--- config.mk ---
export PLATFORM = sky130hd
export DESIGN_NAME = priv_irq_arbiter
export DESIGN_NICKNAME = d
export VERILOG_FILES = /design/src/rtl/pirq_pkg.sv /design/src/rtl/pirq_pick.sv /design/src/rtl/pirq_min.sv /design/src/rtl/pirq_slice.sv /design/src/rtl/priv_irq_arbiter.sv
export SDC_FILE = /design/constraint.sdc
export NUM_CORES = 2
export LEC_CHECK = 0
export BUFFER_PORTS_ARGS = -buffer_cell sky130_fd_sc_hd__clkbuf_2
export CAP_MARGIN = 0
export CELL_PAD_IN_SITES_DETAIL_PLACEMENT = 0
export CELL_PAD_IN_SITES_GLOBAL_PLACEMENT = 2
export CORE_ASPECT_RATIO = 0.75
export CORE_MARGIN = 10
export CORE_UTILIZATION = 37
export DETAILED_ROUTE_END_ITERATION = 7
export MAX_ROUTING_LAYER = met4
export PLACE_DENSITY = 0.95
export SETUP_SLACK_MARGIN = 0.3
export SLEW_MARGIN = 20
export SYNTH_ARGS = -nofsm -noshare
export SYNTH_HDL_FRONTEND = slang
export SYNTH_SLANG_ARGS = --single-unit
--- constraint.sdc ---
create_clock -name clk -period 92.1 [get_ports clk]
set_input_delay 9.21 -clock clk [delete_from_list [all_inputs] [get_ports clk]]
set_output_delay 9.21 -clock clk [all_outputs]
set_load 0.05 [all_outputs]
--- src/rtl/pirq_pkg.sv ---
package pirq_pkg;
    localparam int unsigned PRIV_BASE   = 16;
    localparam int unsigned SPURIOUS_ID = 1023;

    typedef enum logic [1:0] {
        EOI_NONE,
        EOI_RETIRE,
        EOI_STRAY
    } eoi_kind_e;
endpackage

--- src/rtl/pirq_pick.sv ---
// Argmin over a masked priority vector, ascending scan, strict improvement.
module pirq_pick #(
    parameter int N  = 16,
    parameter int PW = 8,
    localparam int IW = (N > 1) ? $clog2(N) : 1
) (
    input  logic [N-1:0]    mask,
    input  logic [N*PW-1:0] prios,
    output logic [IW-1:0]   idx,
    output logic [PW-1:0]   best
);
    always_comb begin
        best = '1;
        idx  = '0;
        for (int i = 0; i < N; i++) begin
            if (mask[i] && (prios[i*PW +: PW] < best)) begin
                best = prios[i*PW +: PW];
                idx  = IW'(i);
            end
        end
    end
endmodule

--- src/rtl/pirq_min.sv ---
// Minimum priority over a masked vector; all-ones when the mask is empty.
module pirq_min #(
    parameter int N  = 16,
    parameter int PW = 8
) (
    input  logic [N-1:0]    mask,
    input  logic [N*PW-1:0] prios,
    output logic [PW-1:0]   best
);
    always_comb begin
        best = '1;
        for (int i = 0; i < N; i++) begin
            if (mask[i] && (prios[i*PW +: PW] < best))
                best = prios[i*PW +: PW];
        end
    end
endmodule

--- src/rtl/pirq_slice.sv ---
// State and arbitration for one processor.
module pirq_slice
    import pirq_pkg::*;
#(
    parameter int N   = 16,
    parameter int PW  = 8,
    parameter int IDW = 10,
    localparam int IW = (N > 1) ? $clog2(N) : 1
) (
    input  logic            clk,
    input  logic            rst_n,
    input  logic [N-1:0]    set_vec,
    input  logic            ack,
    input  logic            eoi,
    input  logic [IDW-1:0]  eoi_id,
    input  logic            enable,
    input  logic [N*PW-1:0] prios,
    output logic [IDW-1:0]  sel_id,
    output logic [PW-1:0]   sel_prio,
    output logic [PW-1:0]   run_prio,
    output logic            eoi_err
);
    logic [N-1:0]   pend_q, act_q, pend_d, act_d;
    logic [N-1:0]   ack_set, eoi_clr;
    logic [IW-1:0]  pick_idx, eoi_idx;
    logic [PW-1:0]  pick_best, run_min, run_q;
    logic [IDW-1:0] eoi_off;
    logic           hit, eoi_in_rng, err_q;
    eoi_kind_e      eoi_kind;

    pirq_pick #(.N(N), .PW(PW)) u_pick (
        .mask  (pend_q),
        .prios (prios),
        .idx   (pick_idx),
        .best  (pick_best)
    );

    // A candidate exists exactly when the scan improved on all-ones.
    assign hit = (pick_best != {PW{1'b1}});

    assign eoi_off    = eoi_id - IDW'(PRIV_BASE);
    assign eoi_in_rng = (eoi_id >= IDW'(PRIV_BASE)) && (eoi_off < IDW'(N));
    assign eoi_idx    = eoi_off[IW-1:0];

    always_comb begin
        if (!eoi || !eoi_in_rng)
            eoi_kind = EOI_NONE;
        else if (act_q[eoi_idx])
            eoi_kind = EOI_RETIRE;
        else
            eoi_kind = EOI_STRAY;
    end

    always_comb begin
        ack_set = '0;
        eoi_clr = '0;
        if (ack && hit)
            ack_set[pick_idx] = 1'b1;
        unique case (eoi_kind)
            EOI_NONE:              eoi_clr = '0;
            EOI_RETIRE, EOI_STRAY: eoi_clr[eoi_idx] = 1'b1;
            default:               eoi_clr = '0;
        endcase
        // A new assertion wins over the acknowledge clearing the same bit.
        pend_d = (pend_q & ~ack_set) | set_vec;
        // End-of-interrupt uses the pre-edge active vector; acknowledge applies after.
        act_d  = (act_q & ~eoi_clr) | ack_set;
    end

    pirq_min #(.N(N), .PW(PW)) u_run (
        .mask  (act_d),
        .prios (prios),
        .best  (run_min)
    );

    always_ff @(posedge clk) begin
        if (!rst_n) begin
            pend_q <= '0;
            act_q  <= '0;
            run_q  <= '1;
            err_q  <= 1'b0;
        end else begin
            pend_q <= pend_d;
            act_q  <= act_d;
            if (enable)
                run_q <= run_min;
            err_q  <= (eoi_kind == EOI_STRAY);
        end
    end

    assign sel_id   = hit ? (IDW'(PRIV_BASE) + IDW'(pick_idx)) : IDW'(SPURIOUS_ID);
    assign sel_prio = pick_best;
    assign run_prio = run_q;
    assign eoi_err  = err_q;
endmodule

--- src/rtl/priv_irq_arbiter.sv ---
module priv_irq_arbiter
    import pirq_pkg::*;
#(
    parameter int NCPU   = 4,
    parameter int NPRIV  = 16,
    parameter int PRIO_W = 8,
    parameter int ID_W   = 10,
    localparam int CPU_W = (NCPU > 1) ? $clog2(NCPU) : 1,
    localparam int PIW   = (NPRIV > 1) ? $clog2(NPRIV) : 1
) (
    input  logic                      clk,
    input  logic                      rst_n,
    input  logic                      irq_valid,
    input  logic [ID_W-1:0]           irq_num,
    input  logic [CPU_W-1:0]          irq_cpu,
    input  logic [NCPU-1:0]           cpu_enable,
    input  logic [NCPU*NPRIV*PRIO_W-1:0] prio_bank,
    input  logic [NCPU-1:0]           ack_req,
    input  logic [NCPU-1:0]           eoi_req,
    input  logic [NCPU*ID_W-1:0]      eoi_id,
    output logic [NCPU*ID_W-1:0]      sel_id,
    output logic [NCPU*PRIO_W-1:0]    sel_prio,
    output logic [NCPU*PRIO_W-1:0]    run_prio,
    output logic [NCPU-1:0]           eoi_err
);
    localparam int BANK_W = NPRIV * PRIO_W;

    logic [ID_W-1:0] irq_off;
    logic            irq_in_rng;
    logic [PIW-1:0]  irq_idx;

    assign irq_off    = irq_num - ID_W'(PRIV_BASE);
    assign irq_in_rng = (irq_num >= ID_W'(PRIV_BASE)) && (irq_off < ID_W'(NPRIV));
    assign irq_idx    = irq_off[PIW-1:0];

    for (genvar c = 0; c < NCPU; c++) begin : g_cpu
        logic [NPRIV-1:0] set_vec;

        always_comb begin
            set_vec = '0;
            if (irq_valid && irq_in_rng && (irq_cpu == CPU_W'(c)))
                set_vec[irq_idx] = 1'b1;
        end

        pirq_slice #(.N(NPRIV), .PW(PRIO_W), .IDW(ID_W)) u_slice (
            .clk      (clk),
            .rst_n    (rst_n),
            .set_vec  (set_vec),
            .ack      (ack_req[c]),
            .eoi      (eoi_req[c]),
            .eoi_id   (eoi_id[c*ID_W +: ID_W]),
            .enable   (cpu_enable[c]),
            .prios    (prio_bank[c*BANK_W +: BANK_W]),
            .sel_id   (sel_id[c*ID_W +: ID_W]),
            .sel_prio (sel_prio[c*PRIO_W +: PRIO_W]),
            .run_prio (run_prio[c*PRIO_W +: PRIO_W]),
            .eoi_err  (eoi_err[c])
        );
    end
endmodule

## Yosys cells after proc, flatten, opt, wreduce, memory -nomap -nowiden

Index checks and enable logic that the tools add are counted.

- Input port bits: 579
- Output and inout bits: 108
- Flip-flop bits (word level): 164
- Word-level logic and storage cells: 622

- Equality and inequality tests: 15
- Muxes and demuxes: 238
- Magnitude comparators: 152
- Bitwise logic cells: 24
- Reduce and logical (&&, ||, !) cells: 168
- Add/sub/neg operators: 9

Operators with widths:

| operator | number |
|---|---|
| $mux 8 | 128 |
| $lt 8x8->1 | 120 |
| $mux 4 | 56 |
| $mux 16 | 12 |
| $logic_and 1x1->1 | 151 |
| $and 16x16->16 | 8 |
| $not 16->16 | 8 |
| $or 16x16->16 | 8 |
| $ge 10x5->1 const B | 5 |
| $lt 10x5->1 const B | 5 |
| $sub 10x5->10 const B | 5 |
| $lt 4x5->1 const B | 9 |
| $mux 10 | 4 |
| $demux 1 s4 | 9 |
| $ge 4x1->1 const B | 9 |
| $lt 8x8->1 const B | 4 |
| $ne 8x8->1 const B | 4 |
| $add 5x4->6 const A | 4 |
| $mux 1 | 17 |
| $bmux 1 s4 | 4 |
| $mux 2 | 8 |
| $eq 2x2->1 const B | 6 |
| $eq 2x1->1 const B | 5 |
| $logic_not 1->1 | 8 |
| 3 further kinds | 9 |

## Logic depth before layout (Yosys ltp)

- Depth after elaboration: 101
- Depth in mapped cells: 331
- Mapped depth without buffers: 305

## Cells and area by module

A second synthesis with hierarchy kept.

- Cell total of the unflattened synthesis: 7359
- Area, all modules: 52606.7 sq um

Modules (own cells, without submodules):

| module | cells each | area each (sq um) | seq. area each (sq um) | times used |
|---|---|---|---|---|
| pirq_pick | 820 | 5602.9 | 0.0 | 4 |
| pirq_min | 775 | 5440.2 | 0.0 | 4 |
| pirq_slice | 217 | 1883.1 | 820.8 | 4 |
| priv_irq_arbiter | 111 | 902.1 | 0.0 | 1 |

## Least setup slack after synthesis

No wires, ideal clock.

- Path type: input -> register
- Start: input prio_bank[389]
- End: register g_cpu[3].u_slice.run_q[2]
- Setup slack: 28.547 ns
- Data arrival time: 63.485 ns
- Buffers on the path: 24
- Data required time: 92.031 ns
- Library setup time: 0.069 ns
- Stages on the path: 310
- Path through: nor2b_1 ha_1 a21o_1 a21o_1 a221o_1 nor2_1 clkinv_1 a21oi_1 inv_1 ha_1 a21oi_1 nor2b_1 o21ai_0 nand3b_1 a311oi_2 a21o_1 clkbuf_1 nand2_1 (+274 left out) ha_1 a21oi_1 nor2b_1 o21ai_0 o21ai_0 or3_1 nor2_1 and4_1 a311oi_4 mux2_2 ha_1 a21o_1 a21o_1 a21oi_1 nand2_1 o41ai_2 mux2_2 o21ai_1

- Cells in the longest elaborated chain, start to end: 101
- Elaborated cells between the ends (all ways): 119

Ends and longest elaborated chain:

| element | RTL line | source |
|---|---|---|
| start, declared | priv_irq_arbiter.sv:17 | `input logic [NCPU*NPRIV*PRIO_W-1:0] prio_bank,` |
| $lt 8x8->1 | pirq_pick.sv:16, pirq_min.sv:13 |  |
| $logic_and 1x1->1 | pirq_pick.sv:16 | `if (mask[i] && (prios[i*PW +: PW] < best)) begin` |
| $mux 8 | pirq_pick.sv:16 |  |
| $lt 8x8->1 | pirq_pick.sv:16 |  |
| $logic_and 1x1->1 | pirq_pick.sv:16 |  |
| $mux 8 | pirq_pick.sv:16 |  |
| $lt 8x8->1 | pirq_pick.sv:16 |  |
| $logic_and 1x1->1 | pirq_pick.sv:16 |  |
| (+85 left out) | -- |  |
| $logic_and 1x1->1 | pirq_min.sv:13 | `if (mask[i] && (prios[i*PW +: PW] < best))` |
| $mux 8 | pirq_min.sv:13 |  |
| $lt 8x8->1 | pirq_min.sv:13 |  |
| $logic_and 1x1->1 | pirq_min.sv:13 |  |
| $mux 8 | pirq_min.sv:13 |  |
| $lt 8x8->1 | pirq_min.sv:13 |  |
| $logic_and 1x1->1 | pirq_min.sv:13 |  |
| $mux 8 (*) | pirq_min.sv:13 |  |
| end signal, assigned | pirq_slice.sv:86 | `run_q <= run_min;` |
| end, declared | pirq_slice.sv:26 | `logic [PW-1:0] pick_best, run_min, run_q;` |

Mark *: on every way between the ends. The rest lies on a longest branch, timed or not.
A chain may end at the register's enable or synchronous reset.

## Final worst setup path

- Start: input prio_bank[261]
- End: register g_cpu[2].u_slice.run_q[2]

- Cells in the longest elaborated chain, start to end: 101
- Elaborated cells between the ends (all ways): 119

Ends and longest elaborated chain:

| element | RTL line |
|---|---|
| $lt 8x8->1 | pirq_pick.sv:16, pirq_min.sv:13 |
| $logic_and 1x1->1 | pirq_pick.sv:16 |
| $mux 8 | pirq_pick.sv:16 |
| $lt 8x8->1 | pirq_pick.sv:16 |
| $logic_and 1x1->1 | pirq_pick.sv:16 |
| $mux 8 | pirq_pick.sv:16 |
| $lt 8x8->1 | pirq_pick.sv:16 |
| $logic_and 1x1->1 | pirq_pick.sv:16 |
| (+85 left out) | -- |
| $logic_and 1x1->1 | pirq_min.sv:13 |
| $mux 8 | pirq_min.sv:13 |
| $lt 8x8->1 | pirq_min.sv:13 |
| $logic_and 1x1->1 | pirq_min.sv:13 |
| $mux 8 | pirq_min.sv:13 |
| $lt 8x8->1 | pirq_min.sv:13 |
| $logic_and 1x1->1 | pirq_min.sv:13 |
| $mux 8 (*) | pirq_min.sv:13 |
| end signal, assigned | pirq_slice.sv:86 |
| end, declared | pirq_slice.sv:26 |

Marks and branches as above.

==> out/qor.txt <==
CTS tree = yes
met3 Track Usage GR = 0.0388
Adder-Cell Fraction of Synth Area = 0.174
worst setup path category = in2reg
clock sinks = 164
Port Buffers = 682
Antenna Nets Post-Route = 0
setup bufs post-CTS = 0
power density cells = 4.49 nW/µm²
clock slew at reported path FFs = 0.07 ns
Detailed Place HPWL = 188000 µm
Critical Path End Type = flop
DR pass1 iterations = 6
CTS H-Tree Depth = 4
Tightest Pin Transition = 1.15 ns
Critical Path RT = 92.46 ns
slowest CP cell = a2111oi_1
complex-gate fraction of the synthesized area = 0.320
synthesis-to-layout area growth = 11.3%
CP max FO = 17
pin count of the biggest net entering global routing = 102
xor and xnor area share after synthesis = 0.00725
Max-Cap Viols = 0
outcome = finished, final reports clean
most frequently used flop master after synthesis = dfxtp_1
Die H = 333 µm
total core area = 129000 µm²
gr usage total = 0.291
CTS Buffer Depth = 2
Final period util = 0.791
first-pass GRT wire length = 328000 µm
Top Usage Layer GRT = met2
number of vias per cell = 6.06
ys async rst share = 0
largest cells by area after synthesis = ha_1, dfxtp_1, o21ai_0
HP Class = reg2reg
Wirelength per Cell = 23.9 µm
Post-route DRC = 0
top cell type by total area after synthesis = ha_1
cell count after synthesis = 6958
FILL cells = 13.7k
DR iter-0 viols = 5664
grt ovf = 0
area share of the largest cell type after synthesis = 0.163
Netlist Area Pre-Place = 48400 µm²
Synth cell types = 141
Seq cells post-synth = 164
initial antenna violation count = 63
worst-skew pair later-pin latency = 0.51 ns
unrepaired setup endpoints after global routing = no
cells resized by post-CTS repair = 0
total CTS buffers = 17
VDD IR-drop max = 0.0000138 V
WP data arrival = 73.22 ns
Layout Nets = 8635
Starting Density = 0.374
final setup fails = 0
yosys synthesis warning count = 0
startpoint types = primary input
met1 usage = 0.397
Cell Area, Placed = 53000 µm²
post-route setup TNS = 0 ns
die width = 437 µm
main combinational cell family by area after synthesis = compound AO/OA/AOI/OAI gates
Synth Area in Simple Gates = 0.260
die area = 146000 µm²
Slew Limit Fails = 0
final WL = 221000 µm
Clock Root Buffer = clkbuf_16
mux cell area share after synthesis = 0.0982
Mean Syn Cell Area = 6.95 µm²
clk_skew = 0.0208 ns
Tmin final = 72.86 ns
hold buffers post-CTS = 0
most frequent CP cell = ha_1
Placer Congestion = 1.02
# IOs = 687
P_leak = 27.3 nW
Rows = 114
Max stage delay on crit path = 0.83 ns
Final Hold Viols = 0
EDFF count, synth = 0
Max Freq = 0.0137 GHz
post-synthesis sequential area ratio = 0.0679
vias in the first global route = 52.0k
share of layout cells above drive strength 1 = 0.153
met2 global-route usage = 0.435
via total after detailed routing = 56.0k
fin area = 53800 µm²
Rel. slew slack = 0.234
==> routing by layer <==
metal / share of wire / wire, µm
met4: 0.038 / 8400
met1: 0.46 / 101000
met3: 0.073 / 16000
met2: 0.43 / 95200
met5: 0 / 0
==> critical path: cells and delay by family <==
family | cells | cell delay, ns
buffers and inverters | 19 | 2.01
adder cells (fa/ha/maj) | 30 | 8.80
multiplexers | 15 | 4.89
AO/OA/AOI/OAI | 122 | 29.70
AND/OR/NAND/NOR | 93 | 18.53
==> cells in the final DEF, fill, tap and decap left out, types with 125 or more instances in the layout <==
master    instances
mux2_2          150
nand2_1         675
nand3_1         163
inv_1           588
dfxtp_1         164
clkbuf_2        681
o21ai_0         574
a21o_1          150
a21oi_1         554
nor2_1          601
and2_1          125
mux2i_1         250
nor2b_1         185
ha_1            630
==> synth_stat cells (61+ instances only) <==
master    number
ha_1         630
a22oi_1       61
a21o_1       150
and3_1        70
mux2i_1      250
o211ai_1      79
clkbuf_1     158
nand2_1      675
nand2b_1      83
dfxtp_1      164
nor3_1       102
o21ai_0      574
mux2_2       150
a31oi_1       89
and4_1        85
and2_1       125
nor2b_1      185
nor2_1       608
inv_1        588
a21oi_1      554
nand3_1      163
nand4_1       98
==> worst paths after layout <==
check / startpoint / end / slack, ns / cells after the start
hold reg to reg: g_cpu[0].u_slice.run_prio[2] / g_cpu[0].u_slice.run_prio[2] / 0.49 / 2
setup reg to reg: g_cpu[2].u_slice.pend_q[0] / g_cpu[2].u_slice.run_prio[2] / 27.41 / 278
setup / recovery: prio_bank[261] / g_cpu[2].u_slice.run_prio[2] / 19.24 / 279
hold / removal: g_cpu[0].u_slice.run_prio[2] / g_cpu[0].u_slice.run_prio[2] / 0.49 / 2
==> cell type report <==
cell class | count | area (µm²) | share of cell area
multi-input cells | 5936 | 41700 | 0.775
clock buffers | 17 | 425 | 0.00790
flip-flops and latches | 164 | 3280 | 0.0610
diodes | 54 | 135 | 0.00251
inverters | 591 | 2220 | 0.0412
well taps | 1740 | 2180 | 0.0404
repair buffers | 716 | 3670 | 0.0683
clock inverters | 15 | 193 | 0.00358
==> power breakdown <==
group / leakage (nW) / internal, mW / total [mW] / switching, mW
combinational: 25.6 / 0.0293 / 0.0893 / 0.0599
sequential: 1.32 / 0.0712 / 0.0716 / 0.000388
clock: 0.304 / 0.0434 / 0.0810 / 0.0376
==> sequential cells by signal, indices dropped and copies added, names as in the netlist <==
register,count
g_cpu.u_slice.act_q,64
g_cpu.u_slice.run_prio,32
g_cpu.u_slice.eoi_err,4
g_cpu.u_slice.pend_q,64
==> stage by stage <==
step                setup slack [ns]  hold slack [ns]  cells   util  power, mW
CTS                            19.68            0.498   9179  0.415      0.242
floorplan                      28.55            0.450   6961      -      0.117
global placement               19.21            0.468   9147  0.410      0.159
global route                   13.07            0.523   9230  0.416      0.253
finish                         19.24            0.490   9233  0.416      0.242
detailed placement             19.31            0.473   9147  0.410      0.160
==> cell families after synthesis <==
group           Yosys count
other cells               1
compound gates         2293
mux                     428
simple gates           2488
flops                   164
fa+ha+maj               683
xor+xnor                 40
buf+inv                 861
No activity file was read; power rests on OpenSTA's default activity.
